### src/rtl/exc_entry_pkg.sv
package exc_entry_pkg;

    typedef enum logic [2:0] {
        C_NONE  = 3'd0,
        C_BRK   = 3'd1,
        C_IBUS  = 3'd2,
        C_WP    = 3'd3,
        C_DBUS  = 3'd4,
        C_DIV   = 3'd5,
        C_IRQ   = 3'd6,
        C_SCALL = 3'd7
    } cause_e;

    localparam int CAUSE_W  = 3;
    localparam int N_CAUSES = 7;
    localparam int IE_W     = 3;
    localparam int IE_GLB   = 0;
    localparam int IE_EXC   = 1;
    localparam int IE_DBG   = 2;

    // Priority rank (0 = highest) to cause code.
    function automatic cause_e rank_to_cause(input int rank);
        case (rank)
            0:       return C_IBUS;
            1:       return C_DBUS;
            2:       return C_BRK;
            3:       return C_WP;
            4:       return C_DIV;
            5:       return C_SCALL;
            6:       return C_IRQ;
            default: return C_NONE;
        endcase
    endfunction

    function automatic logic is_debug(input cause_e c);
        return (c == C_BRK) || (c == C_WP);
    endfunction

endpackage

### src/rtl/exc_cause_sel.sv
module exc_cause_sel
    import exc_entry_pkg::*;
#(
    parameter int N = N_CAUSES
) (
    input  logic [N-1:0] pend_i,   // bit 0 = highest priority
    output logic         hit_o,
    output cause_e       cause_o
);

    always_comb begin
        hit_o   = 1'b0;
        cause_o = C_NONE;
        // Walk from lowest to highest priority so the highest wins last.
        for (int k = N - 1; k >= 0; k--) begin
            if (pend_i[k]) begin
                hit_o   = 1'b1;
                cause_o = rank_to_cause(k);
            end
        end
    end

endmodule

### src/rtl/exc_vec_gen.sv
module exc_vec_gen #(
    parameter int XLEN   = 32,
    parameter int ALIGN  = 8,
    parameter int SLOT   = 5,
    parameter int CW     = 3
) (
    input  logic [XLEN-1:0] base_i,
    input  logic [CW-1:0]   idx_i,
    output logic [XLEN-1:0] vec_o
);

    localparam int OFS_W = CW + SLOT;

    generate
        if (OFS_W == ALIGN) begin : g_concat
            assign vec_o = {base_i[XLEN-1:ALIGN], idx_i, {SLOT{1'b0}}};
        end else begin : g_add
            logic [XLEN-1:0] ofs;
            assign ofs   = XLEN'({idx_i, {SLOT{1'b0}}});
            assign vec_o = {base_i[XLEN-1:ALIGN], {ALIGN{1'b0}}} + ofs;
        end
    endgenerate

endmodule

### src/rtl/exc_entry_ctrl.sv
module exc_entry_ctrl
    import exc_entry_pkg::*;
#(
    parameter int XLEN  = 32,
    parameter int ALIGN = 8,
    parameter int SLOT  = 5,
    parameter int ISTEP = 4
) (
    input  logic            clk,
    input  logic            rst_n,
    input  logic            req_ibus_i,
    input  logic            req_dbus_i,
    input  logic            req_brk_i,
    input  logic            req_wp_i,
    input  logic            req_div_i,
    input  logic            req_scall_i,
    input  logic            scall_bypass_i,
    input  logic            irq_i,
    input  logic            remap_i,
    input  logic [XLEN-1:0] pc_i,
    input  logic [XLEN-1:0] eba_i,
    input  logic [XLEN-1:0] deba_i,
    input  logic [IE_W-1:0] ie_i,
    output logic            redirect_o,
    output logic [CAUSE_W-1:0] cause_o,
    output logic [XLEN-1:0] pc_o,
    output logic            ea_we_o,
    output logic            ba_we_o,
    output logic [XLEN-1:0] save_addr_o,
    output logic [IE_W-1:0] ie_o
);

    typedef struct packed {
        logic            redirect;
        cause_e          cause;
        logic [XLEN-1:0] pc;
        logic            ea_we;
        logic            ba_we;
        logic [XLEN-1:0] save_addr;
        logic [IE_W-1:0] ie;
    } entry_t;

    entry_t st_d, st_q;

    logic [N_CAUSES-1:0] pend;
    logic                hit;
    cause_e              sel;
    logic [XLEN-1:0]     base_sel;
    logic [XLEN-1:0]     vec;

    assign pend = {irq_i & ie_i[IE_GLB], req_scall_i, req_div_i,
                   req_wp_i, req_brk_i, req_dbus_i, req_ibus_i};

    exc_cause_sel #(.N(N_CAUSES)) u_sel (
        .pend_i  (pend),
        .hit_o   (hit),
        .cause_o (sel)
    );

    assign base_sel = (is_debug(sel) || remap_i) ? deba_i : eba_i;

    exc_vec_gen #(
        .XLEN  (XLEN),
        .ALIGN (ALIGN),
        .SLOT  (SLOT),
        .CW    (CAUSE_W)
    ) u_vec (
        .base_i (base_sel),
        .idx_i  (sel),
        .vec_o  (vec)
    );

    always_comb begin
        st_d           = '0;
        st_d.cause     = C_NONE;
        st_d.pc        = pc_i;
        st_d.save_addr = pc_i;
        st_d.ie        = ie_i;
        if (hit) begin
            st_d.redirect = 1'b1;
            st_d.cause    = sel;
            if (sel == C_SCALL && scall_bypass_i) begin
                st_d.pc = pc_i + XLEN'(ISTEP);
            end else if (is_debug(sel)) begin
                st_d.ba_we          = 1'b1;
                st_d.ie[IE_DBG]     = ie_i[IE_DBG] | ie_i[IE_GLB];
                st_d.ie[IE_GLB]     = 1'b0;
                st_d.pc             = vec;
            end else begin
                st_d.ea_we          = 1'b1;
                st_d.ie[IE_EXC]     = ie_i[IE_EXC] | ie_i[IE_GLB];
                st_d.ie[IE_GLB]     = 1'b0;
                st_d.pc             = vec;
            end
        end
    end

    always_ff @(posedge clk) begin
        if (!rst_n) begin
            st_q <= '0;
        end else begin
            st_q <= st_d;
        end
    end

    assign redirect_o  = st_q.redirect;
    assign cause_o     = st_q.cause;
    assign pc_o        = st_q.pc;
    assign ea_we_o     = st_q.ea_we;
    assign ba_we_o     = st_q.ba_we;
    assign save_addr_o = st_q.save_addr;
    assign ie_o        = st_q.ie;

endmodule

### config.mk
export PLATFORM = sky130hd
export DESIGN_NAME = exc_entry_ctrl
export DESIGN_NICKNAME = d
export VERILOG_FILES = /design/src/rtl/exc_entry_pkg.sv /design/src/rtl/exc_cause_sel.sv /design/src/rtl/exc_vec_gen.sv /design/src/rtl/exc_entry_ctrl.sv
export SDC_FILE = /design/constraint.sdc
export NUM_CORES = 1
export LEC_CHECK = 0
export BUFFER_PORTS_ARGS = -buffer_cell sky130_fd_sc_hd__buf_2
export CORE_AREA = 2 2 114 83
export DETAILED_ROUTE_END_ITERATION = 16
export DIE_AREA = 0 0 116 85
export PLACE_DENSITY = 0.78
export SETUP_SLACK_MARGIN = 0.1
export SLEW_MARGIN = 20
export SYNTH_ARGS = -nofsm -noshare
export SYNTH_HDL_FRONTEND = slang
export SYNTH_HIERARCHICAL = 1
export SYNTH_SLANG_ARGS = --single-unit
### constraint.sdc
create_clock -name clk -period 3.2 [get_ports clk]
set_input_delay 0.48 -clock clk [delete_from_list [all_inputs] [get_ports clk]]
set_output_delay 0.48 -clock clk [all_outputs]
set_load 0.02 [all_outputs]
-- After elaboration in Yosys (flattened, before gate mapping)
Cells that the tools add are included.
- mux-type cells: 24
- bitwise operators: 5
- add/subtract/negate cells: 1
- reduce and logical (&&, ||, !) cells: 5
- eq/ne operators: 3
- operator list (kind ; count):
    $mux 32 ; 2
    $mux 38 ; 1
    $add 32x3->32 const B ; 1
    $mux 3 ; 9
    $mux 1 ; 11
    $eq 3x1->1 const B ; 1
    $eq 3x2->1 const B ; 1
    $eq 3x3->1 const B ; 1
    $reduce_or 3->1 ; 1
    $logic_or 1x1->1 ; 2
    $mux 2 ; 1
    $not 1->1 ; 2
    $or 1x1->1 ; 2
    $reduce_and 2->1 ; 1
    $and 1x1->1 ; 1
    $logic_and 1x1->1 ; 1
- logic and storage cells: 45
- output and inout bits: 73
- register bits after elaboration: 73
- input port bits: 110

-- Depth between registers and ports, before layout
Gate-level depths: netlist of run 1.
- word-level depth: 14
- mapped depth: 12
- mapped depth without buffers: 10

-- Hierarchy
Netlist of run 1, hierarchy kept.
- by module, submodules not included (module ; area each (um^2) ; instances ; sequential area each (um^2) ; cells each):
    exc_entry_ctrl ; 3676.0 ; 1 ; 1461.4 ; 422
    exc_vec_gen ; 244.0 ; 1 ; 0.0 ; 33
    exc_cause_sel ; 85.1 ; 1 ; 0.0 ; 13

-- Least setup slack after synthesis of run 1
No wires, ideal clock.
- path type: input -> register
- start point: input port req_wp_i
- end point: register st_q, in the netlist pc_o[28]
- stages: 10
- setup time: 116 ps
- slack: 470 ps
- buffers on the path: 2
- arrival: 2614 ps
- data required time: 3084 ps
- path through: o21ba_2 -> nor3_1 -> nor2b_1 -> nor2_1 -> clkbuf_1 -> mux2_2 -> buf_4 -> mux2_2 -> mux2i_1 -> nor2b_1
- word-level cells in the longest chain between the ends: 10
- elaborated cells on any way between the ends: 17
- those cells by class: 3 x eq/ne; 11 x mux; 3 x reduce/logical
- ends and longest elaborated chain (item ; RTL line ; source):
    start, declared ; exc_entry_ctrl.sv:14 ; input logic req_wp_i,
    $mux 3 (*) (4 in a row) ; exc_cause_sel.sv:16 ; if (pend_i[k]) begin
    net sel[2] ; exc_entry_ctrl.sv:47 ; cause_e sel;
    $eq 3x1->1 / $eq 3x2->1 (equally long branches) ; exc_entry_pkg.sv:36 ; return (c == C_BRK) || (c == C_WP);
    $logic_or 1x1->1 (*) ; exc_entry_pkg.sv:36 ;
    $logic_or 1x1->1 (*) ; exc_entry_ctrl.sv:60 ; assign base_sel = (is_debug(sel) || remap_i) ? deba_i : eba_i;
    $mux 32 (*) ; exc_entry_ctrl.sv:60 ;
    net base_sel[28] ; exc_entry_ctrl.sv:48 ; logic [XLEN-1:0] base_sel;
    $mux 32 (*) ; exc_entry_ctrl.sv:82 ; if (sel == C_SCALL && scall_bypass_i) begin
    $mux 38 (*) ; exc_entry_ctrl.sv:79 ; if (hit) begin
    end signal, assigned ; exc_entry_ctrl.sv:102 ; st_q <= st_d;
    end, declared ; exc_entry_ctrl.sv:43 ; entry_t st_d, st_q;
Mark *: on every way through the listed nets, which the timed path passes. The rest lies on a longest branch.
A chain may end at the register's enable or synchronous reset.

-- Final worst setup path of run 1
- start point: input port req_wp_i
- end point: register st_q, in the netlist pc_o[12]
Same word-level chain as after synthesis.

==> flow_metrics.tcl, run 1 <==
set metrics [dict create \
    outcome "finished clean" \
    grt_busiest_layer "met2" \
    die_area_mm2 0.00986 \
    slew_viol_final 0 \
    hold_class "primary input to flop" \
    totalWireLength_um 11200 \
    required_ns 3.42 \
    final_util 0.563 \
    slew_headroom 0.456 \
    rsz0062_at_grt "no" \
    max_freq_mhz 379 \
    nFillCells 836 \
    worstPathMaxFanout 13 \
    drv_cap 0 \
    viasPerCell 5.18 \
    synthToLayoutAreaGrowth_pct 26.2 \
    cp_num_buf_inv 2 \
    post_cts_buffers 0 \
    io_buffers 166 \
    powerDensity_mw_per_mm2 483 \
    period_minus_slack_ns 2.64 \
    insertedDiodeCount 0 \
    nets 700 \
    max_slew.worst_pin.slew_ns 0.810 \
    path_cells "buf_2, o21ba_2, nor3_1, nor2b_1, nor2_2, buf_4, mux2_2, nand2_1, o41ai_1, and2_1, o21a_1" \
    drc 0 \
    gp_congestion 0.863 \
    setup_tns_ns 0 \
    cp_slowest_stage_delay_ns 0.66 \
    pre_cts_slack_ns 0.276 \
    yosysWarnings 6 \
    cts_tree "yes" \
    syn_inst 460 \
    drive_above_1_share 0.380 \
    firstDrtPassIters 5 \
    instances_no_fill 718 \
    cts_buffer_depth 2 \
    report.power.total_mw 2.38 \
    io_pins 183 \
    vias 3722 \
    setup.worst_path.class "primary input to flop" \
    grt_pass1_vias 3381 \
    die_h_um 85 \
    grt.met2_usage 0.357 \
    grt_remaining_overflow 0 \
    h-tree-depth 3 \
    fin_crit_sh 0.824 \
    drt-wirelength-per-cell_um 15.6 \
    cts-root-buf "clkbuf_16" \
    dpl.hpwl_um 8490 \
    cp-start-kind "primary input" \
    syn-cell-area_mm2 0.00392 \
    critPathSlowestCell "nor3_1" \
    cp_top_family "simple AND/OR/NAND/NOR gates" \
    core_region_area_mm2 0.00878 \
    grtUsageMet3 0.0657 \
    placementRows 29 \
    placedInstanceArea_mm2 0.00465 \
    hold_viol 0 \
    cts_sinks 73 \
    dp.cells 702 \
    endpoint_kind "flop" \
    start_util 0.446 \
    final_area_mm2 0.00494 \
    grt_pass1_wl_um 17200 \
    p_leak_nw 2.37 \
    fin_ws_ns 0.564 \
    hold_ws_ns 0.374 \
    die_w_um 116 \
    ir_drop_uv 216 \
    drtIter0Drc 233 \
    cts_resized 0 \
    met1_usage 0.311 \
    holdBufCountCts 0 \
    numCtsBuffers 9 \
    antenna_found_initial 0 \
    finalSetupViolations 0 \
    grt_max_degree 53 \
    worstPathArrival_ns 2.86 \
    ant_nets 0 \
    grt_usage 0.227 \
    clk_pin_slew_worst_paths_ns 0.06 \
    syn_avg_cell_area_um2 8.51 \
]
==> layout make-up <==
cell class / instances / area, um^2 / area share
Clock buffer: 13 / 250 / 0.0506
Clock inverter: 3 / 40.0 / 0.00810
Inverter: 16 / 60.1 / 0.0122
Tap cell: 124 / 155 / 0.0314
Timing Repair Buffer: 176 / 918 / 0.186
Sequential cell: 73 / 1460 / 0.296
Multi-Input combinational cell: 313 / 2060 / 0.416
==> layer usage <==
layer | vias up | part of all wire
met4 | 0 | 0.0073
met3 | 7 | 0.093
li1 | 1839 | -
met2 | 189 | 0.44
met5 | - | 0
met1 | 1687 | 0.46
==> cells in the final DEF, fill, tap and decap left out, drive strengths merged, types with 4 or more instances in the layout <==
master,n
nand3,21
and2,35
o21ai,27
clkbuf,13
mux2i,6
o31a,4
nand2,46
conb,5
inv,16
nor2b,14
o21a,4
dfxtp,73
o41ai,4
mux2,27
nand4,8
a31oi,8
nor4,4
buf,176
and4,5
a21boi,8
nor3,12
and3,6
nor2,18
a22oi,11
==> power by group <==
| group | total [mW] | switching [mW] | internal (mW) |
|---|---|---|---|
| combinational | 0.423 | 0.244 | 0.179 |
| clock | 0.981 | 0.359 | 0.623 |
| sequential | 0.981 | 0.0139 | 0.967 |
| total | 2.38 | 0.616 | 1.77 |
==> final timing paths <==
check	startpoint	endpoint	slack, ns	cells after the start
setup / recovery	req_wp_i	pc_o[12]$_SDFF_PN0_	0.56	11
hold / removal	pc_i[1]	save_addr_o[1]$_SDFF_PN0_	0.37	2
==> flip-flops by register name, indices dropped and copies added (netlist names) <==
name,count
redirect_o,1
cause_o,3
save_addr_o,32
ea_we_o,1
ba_we_o,1
pc_o,32
ie_o,3
No activity file was read; power rests on OpenSTA's default activity.
==> run 2, diff against run 1 <==
CORE_AREA = 2 2 119 86   (was 2 2 114 83)
DIE_AREA = 0 0 121 88   (was 0 0 116 85)
PLACE_DENSITY = 0.76   (was 0.78)
clock period = 2.4 ns   (was 3.2 ns; I/O delays follow)
==> flow_metrics.tcl, run 2 (synthesis results as in run 1) <==
set metrics [dict create \
    outcome "finished clean" \
    numCtsBuffers 9 \
    fin_ws_ns 0.314 \
    worstPathMaxFanout 13 \
    fin_crit_sh 0.869 \
    endpoint_kind "flop" \
    rsz0062_at_grt "no" \
    core_region_area_mm2 0.00950 \
    drc 0 \
    setup.worst_path.class "primary input to flop" \
    final_common_cell "buf_2" \
    grt_max_degree 39 \
    setup_tns_ns 0 \
    cts-root-buf "clkbuf_16" \
    die_area_mm2 0.0106 \
    cp-start-kind "primary input" \
    holdBufCountCts 0 \
    io_pins 183 \
    vias 3799 \
    max_freq_mhz 479 \
    clk_pin_slew_worst_paths_ns 0.06 \
    slew_viol_final 0 \
    drtIter0Drc 281 \
    hold_ws_ns 0.246 \
    report.power.total_mw 3.35 \
    hold_viol 0 \
    dpl.hpwl_um 8900 \
    ant_nets 0 \
    cts_tree "yes" \
    ir_drop_uv 308 \
    die_w_um 121 \
    h-tree-depth 3 \
    drive_above_1_share 0.406 \
    die_h_um 88 \
    drt-wirelength-per-cell_um 15.5 \
    nFillCells 896 \
    path_cells "buf_2, o21ba_2, nor3_2, nor2b_1, nor2_2, buf_4, mux2_2, nand3_1, o21ai_0, nand2_1, o21ai_0" \
    period_minus_slack_ns 2.09 \
    required_ns 2.60 \
    cts_sinks 73 \
    synthToLayoutAreaGrowth_pct 31.0 \
    critPathSlowestCell "mux2_2" \
    totalWireLength_um 11500 \
    io_buffers 166 \
    viasPerCell 5.13 \
    grt_pass1_wl_um 17800 \
    finalSetupViolations 0 \
    antenna_found_initial 0 \
    grt_remaining_overflow 0 \
    nets 717 \
    pre_cts_slack_ns -0.0337 \
    powerDensity_mw_per_mm2 654 \
    cp_slowest_stage_delay_ns 0.40 \
    final_cell_mix "buf_2, dfxtp_1, nand2_1" \
    start_util 0.412 \
    worstPathArrival_ns 2.29 \
    firstDrtPassIters 4 \
    grt_pass1_vias 3510 \
    grt_usage 0.215 \
    cts_buffer_depth 2 \
    placementRows 30 \
    gp_congestion 0.807 \
    p_leak_nw 2.47 \
    register_area_mm2 0.00146 \
    multi_input_area_mm2 0.00207 \
    hold_class "primary input to flop" \
    final_util 0.540 \
    drv_cap 0 \
    crit_path_frequent_cell "o21ai_0" \
]
[run 2: changes by cell type in the layout (fill, tap and decap cells not counted), sizes merged]
cell      change
buf          +17
clkbuf        -2
bufinv        +1
clkinvlp      +1
diode         +1
[run 2: power by group]
part           switching (mW)  internal (mW)
Clock                   0.502          0.963
Sequential             0.0173           1.29
Combinational           0.329          0.254
[run 2: worst max-delay path: cells and delay by family]
family | cells | cell delay [ns]
AND/OR/NAND/NOR | 5 | 0.77
buffers and inverters | 2 | 0.38
AO/OA/AOI/OAI | 3 | 0.37
multiplexers | 1 | 0.40
[run 2: final timing paths]
path / from / to / slack (ns) / depth (start not counted)
max: req_wp_i / pc_o[20]$_SDFF_PN0_ / 0.31 / 11
min: pc_i[0] / save_addr_o[0]$_SDFF_PN0_ / 0.25 / 2
[run 2: what timing repair did]
item	CTS	global route
gates resized for setup	0	1
buffers inserted	0	0
endpoints found under the hold margin	0	0
endpoints found under the setup margin	0	1
[run 2: metal layers]
layer / global-route usage / vias up / wire (um)
met5: 0 / - / 0
met4: 0.0518 / 0 / 87
met3: 0.0566 / 12 / 951
met2: 0.334 / 169 / 4900
met1: 0.299 / 1743 / 5530
li1: - / 1875 / -
[run 2: per-stage QoR]
stage                     area [um^2]  cells
after floorplan                  3940    464
after global placement           4790    723
after detailed placement         4790    723
after CTS                        5120    739
after global routing             5120    739
final                            5130    740
[run 2: area by class of cell]
class / count / area share
Sequential cell: 73 / 0.285
Antenna cell: 1 / 0.000488
Clock inverter: 5 / 0.0151
Inverter: 16 / 0.0117
Timing Repair Buffer: 193 / 0.204
Tap cell: 128 / 0.0312
Clock buffer: 11 / 0.0493
Multi-Input combinational cell: 313 / 0.403
==> run 3, diff against run 2 <==
ABC_AREA = 1   (was not set)
CORE_AREA = 2 2 121 88   (was 2 2 119 86)
DIE_AREA = 0 0 123 90   (was 0 0 121 88)
PLACE_DENSITY = 0.75   (was 0.76)
SKIP_LAST_GASP = 1   (was not set)
==> flow_metrics.tcl, run 3 <==
set metrics [dict create \
    fin_crit_sh 0.844 \
    cts-root-buf "clkbuf_16" \
    required_ns 2.62 \
    drive_above_1_share 0.307 \
    outcome "finished clean" \
    powerDensity_mw_per_mm2 643 \
    die_w_um 123 \
    h-tree-depth 3 \
    syn-cell-area_mm2 0.00405 \
    vias 3969 \
    drtIter0Drc 215 \
    grtUsageMet3 0.0539 \
    start_util 0.404 \
    io_buffers 166 \
    clk_pin_slew_worst_paths_ns 0.06 \
    whs_path_depth 3 \
    grt.met2_usage 0.308 \
    grt_pass1_vias 3713 \
    grt_busiest_layer "met2" \
    placedInstanceArea_mm2 0.00478 \
    grt_usage 0.206 \
    report.power.total_mw 3.28 \
    endpoint_kind "flop" \
    rsz0062_at_grt "no" \
    dp.cells 859 \
    firstDrtPassIters 7 \
    drv_cap 0 \
    period_minus_slack_ns 2.03 \
    hold_viol 0 \
    viasPerCell 4.54 \
    met1_usage 0.288 \
    yosysWarnings 6 \
    ir_drop_uv 323 \
    totalWireLength_um 11300 \
    numCtsBuffers 9 \
    post_cts_buffers 0 \
    grt_pass1_wl_um 17800 \
    ant_nets 0 \
    worstPathMaxFanout 24 \
    grt_max_degree 35 \
    cts_sinks 73 \
    cts_buffer_depth 2 \
    final_common_cell "nand2_1" \
    hold_class "primary input to flop" \
    setup_tns_ns 0 \
    worstHoldStart "pc_i[0]" \
    hold_ws_ns 0.237 \
    pre_cts_slack_ns 0.0515 \
    insertedDiodeCount 0 \
    grt_remaining_overflow 0 \
    io_pins 183 \
    setup.worst_path.class "primary input to flop" \
    final_util 0.510 \
    syn_avg_cell_area_um2 6.81 \
    die_h_um 90 \
    antenna_found_initial 0 \
    cts_resized 0 \
    syn_inst 594 \
    drc 0 \
    dpl.hpwl_um 9140 \
    worstPathArrival_ns 2.24 \
    final_cell_mix "nand2_1, buf_2, nor2_1" \
    holdBufCountCts 0 \
    core_region_area_mm2 0.0100 \
    synthToLayoutAreaGrowth_pct 26.0 \
    instances_no_fill 875 \
    slew_viol_final 0 \
    placementRows 31 \
    hold_end "save_addr_o[0]$_SDFF_PN0_" \
    cts_tree "yes" \
    nets 849 \
    fin_ws_ns 0.374 \
    final_area_mm2 0.00510 \
    max_freq_mhz 494 \
    die_area_mm2 0.0111 \
    drt-wirelength-per-cell_um 12.9 \
    cp-start-kind "primary input" \
    p_leak_nw 2.92 \
    finalSetupViolations 0 \
    gp_congestion 0.863 \
]
==> run 3: routing by layer <==
| layer | vias to the layer above | part of all wire | wire [um] |
|---|---|---|---|
| met5 | - | 0 | 0 |
| met4 | 0 | 0.021 | 241 |
| met3 | 18 | 0.084 | 952 |
| met2 | 166 | 0.41 | 4680 |
| met1 | 1718 | 0.48 | 5420 |
| li1 | 2067 | - | - |
==> run 3: worst max-delay path, stage by stage <==
cell and delay, ns:
buf_2 0.12, nand2_1 0.05, inv_1 0.03, nor2_1 0.13, nand2_1 0.07, nand2_1 0.06, a21oi_1 0.07, inv_1 0.09
nand2_2 0.08, inv_2 0.09, or2_1 0.14, buf_12 0.21, mux2_2 0.37, nand2_1 0.07, nand2_1 0.09, nand2_1 0.13
nand2_1 0.06
==> run 3: area by class of cell <==
type / instances / area (um^2)
fill: 1030 / 4910
multi-input combinational: 397 / 1930
sequential: 73 / 1460
timing repair buffer: 178 / 933
inverter: 79 / 297
clock buffer: 12 / 267
tap: 132 / 165
clock inverter: 4 / 50.0
==> run 3: how the worst max path moves through the flow <==
stage,start,endpoint,slack (ns),depth (start not counted)
5_1_grt,ie_i[0],pc_o[13]$_SDFF_PN0_,0.10,17
3_3_place_gp,ie_i[0],pc_o[31]$_SDFF_PN0_,0.08,17
6_report,ie_i[0],pc_o[31]$_SDFF_PN0_,0.37,17
4_1_cts,ie_i[0],pc_o[31]$_SDFF_PN0_,0.39,17
2_1_floorplan,irq_i,pc_o[13]$_SDFF_PN0_,0.18,18
3_5_place_dp,ie_i[0],pc_o[31]$_SDFF_PN0_,0.05,17
==> run 3: where the power goes <==
part | total, mW | internal, mW | switching [mW]
registers | 1.31 | 1.29 | 0.0171
clock network | 1.39 | 0.888 | 0.499
logic | 0.588 | 0.236 | 0.351
total | 3.28 | 2.41 | 0.867
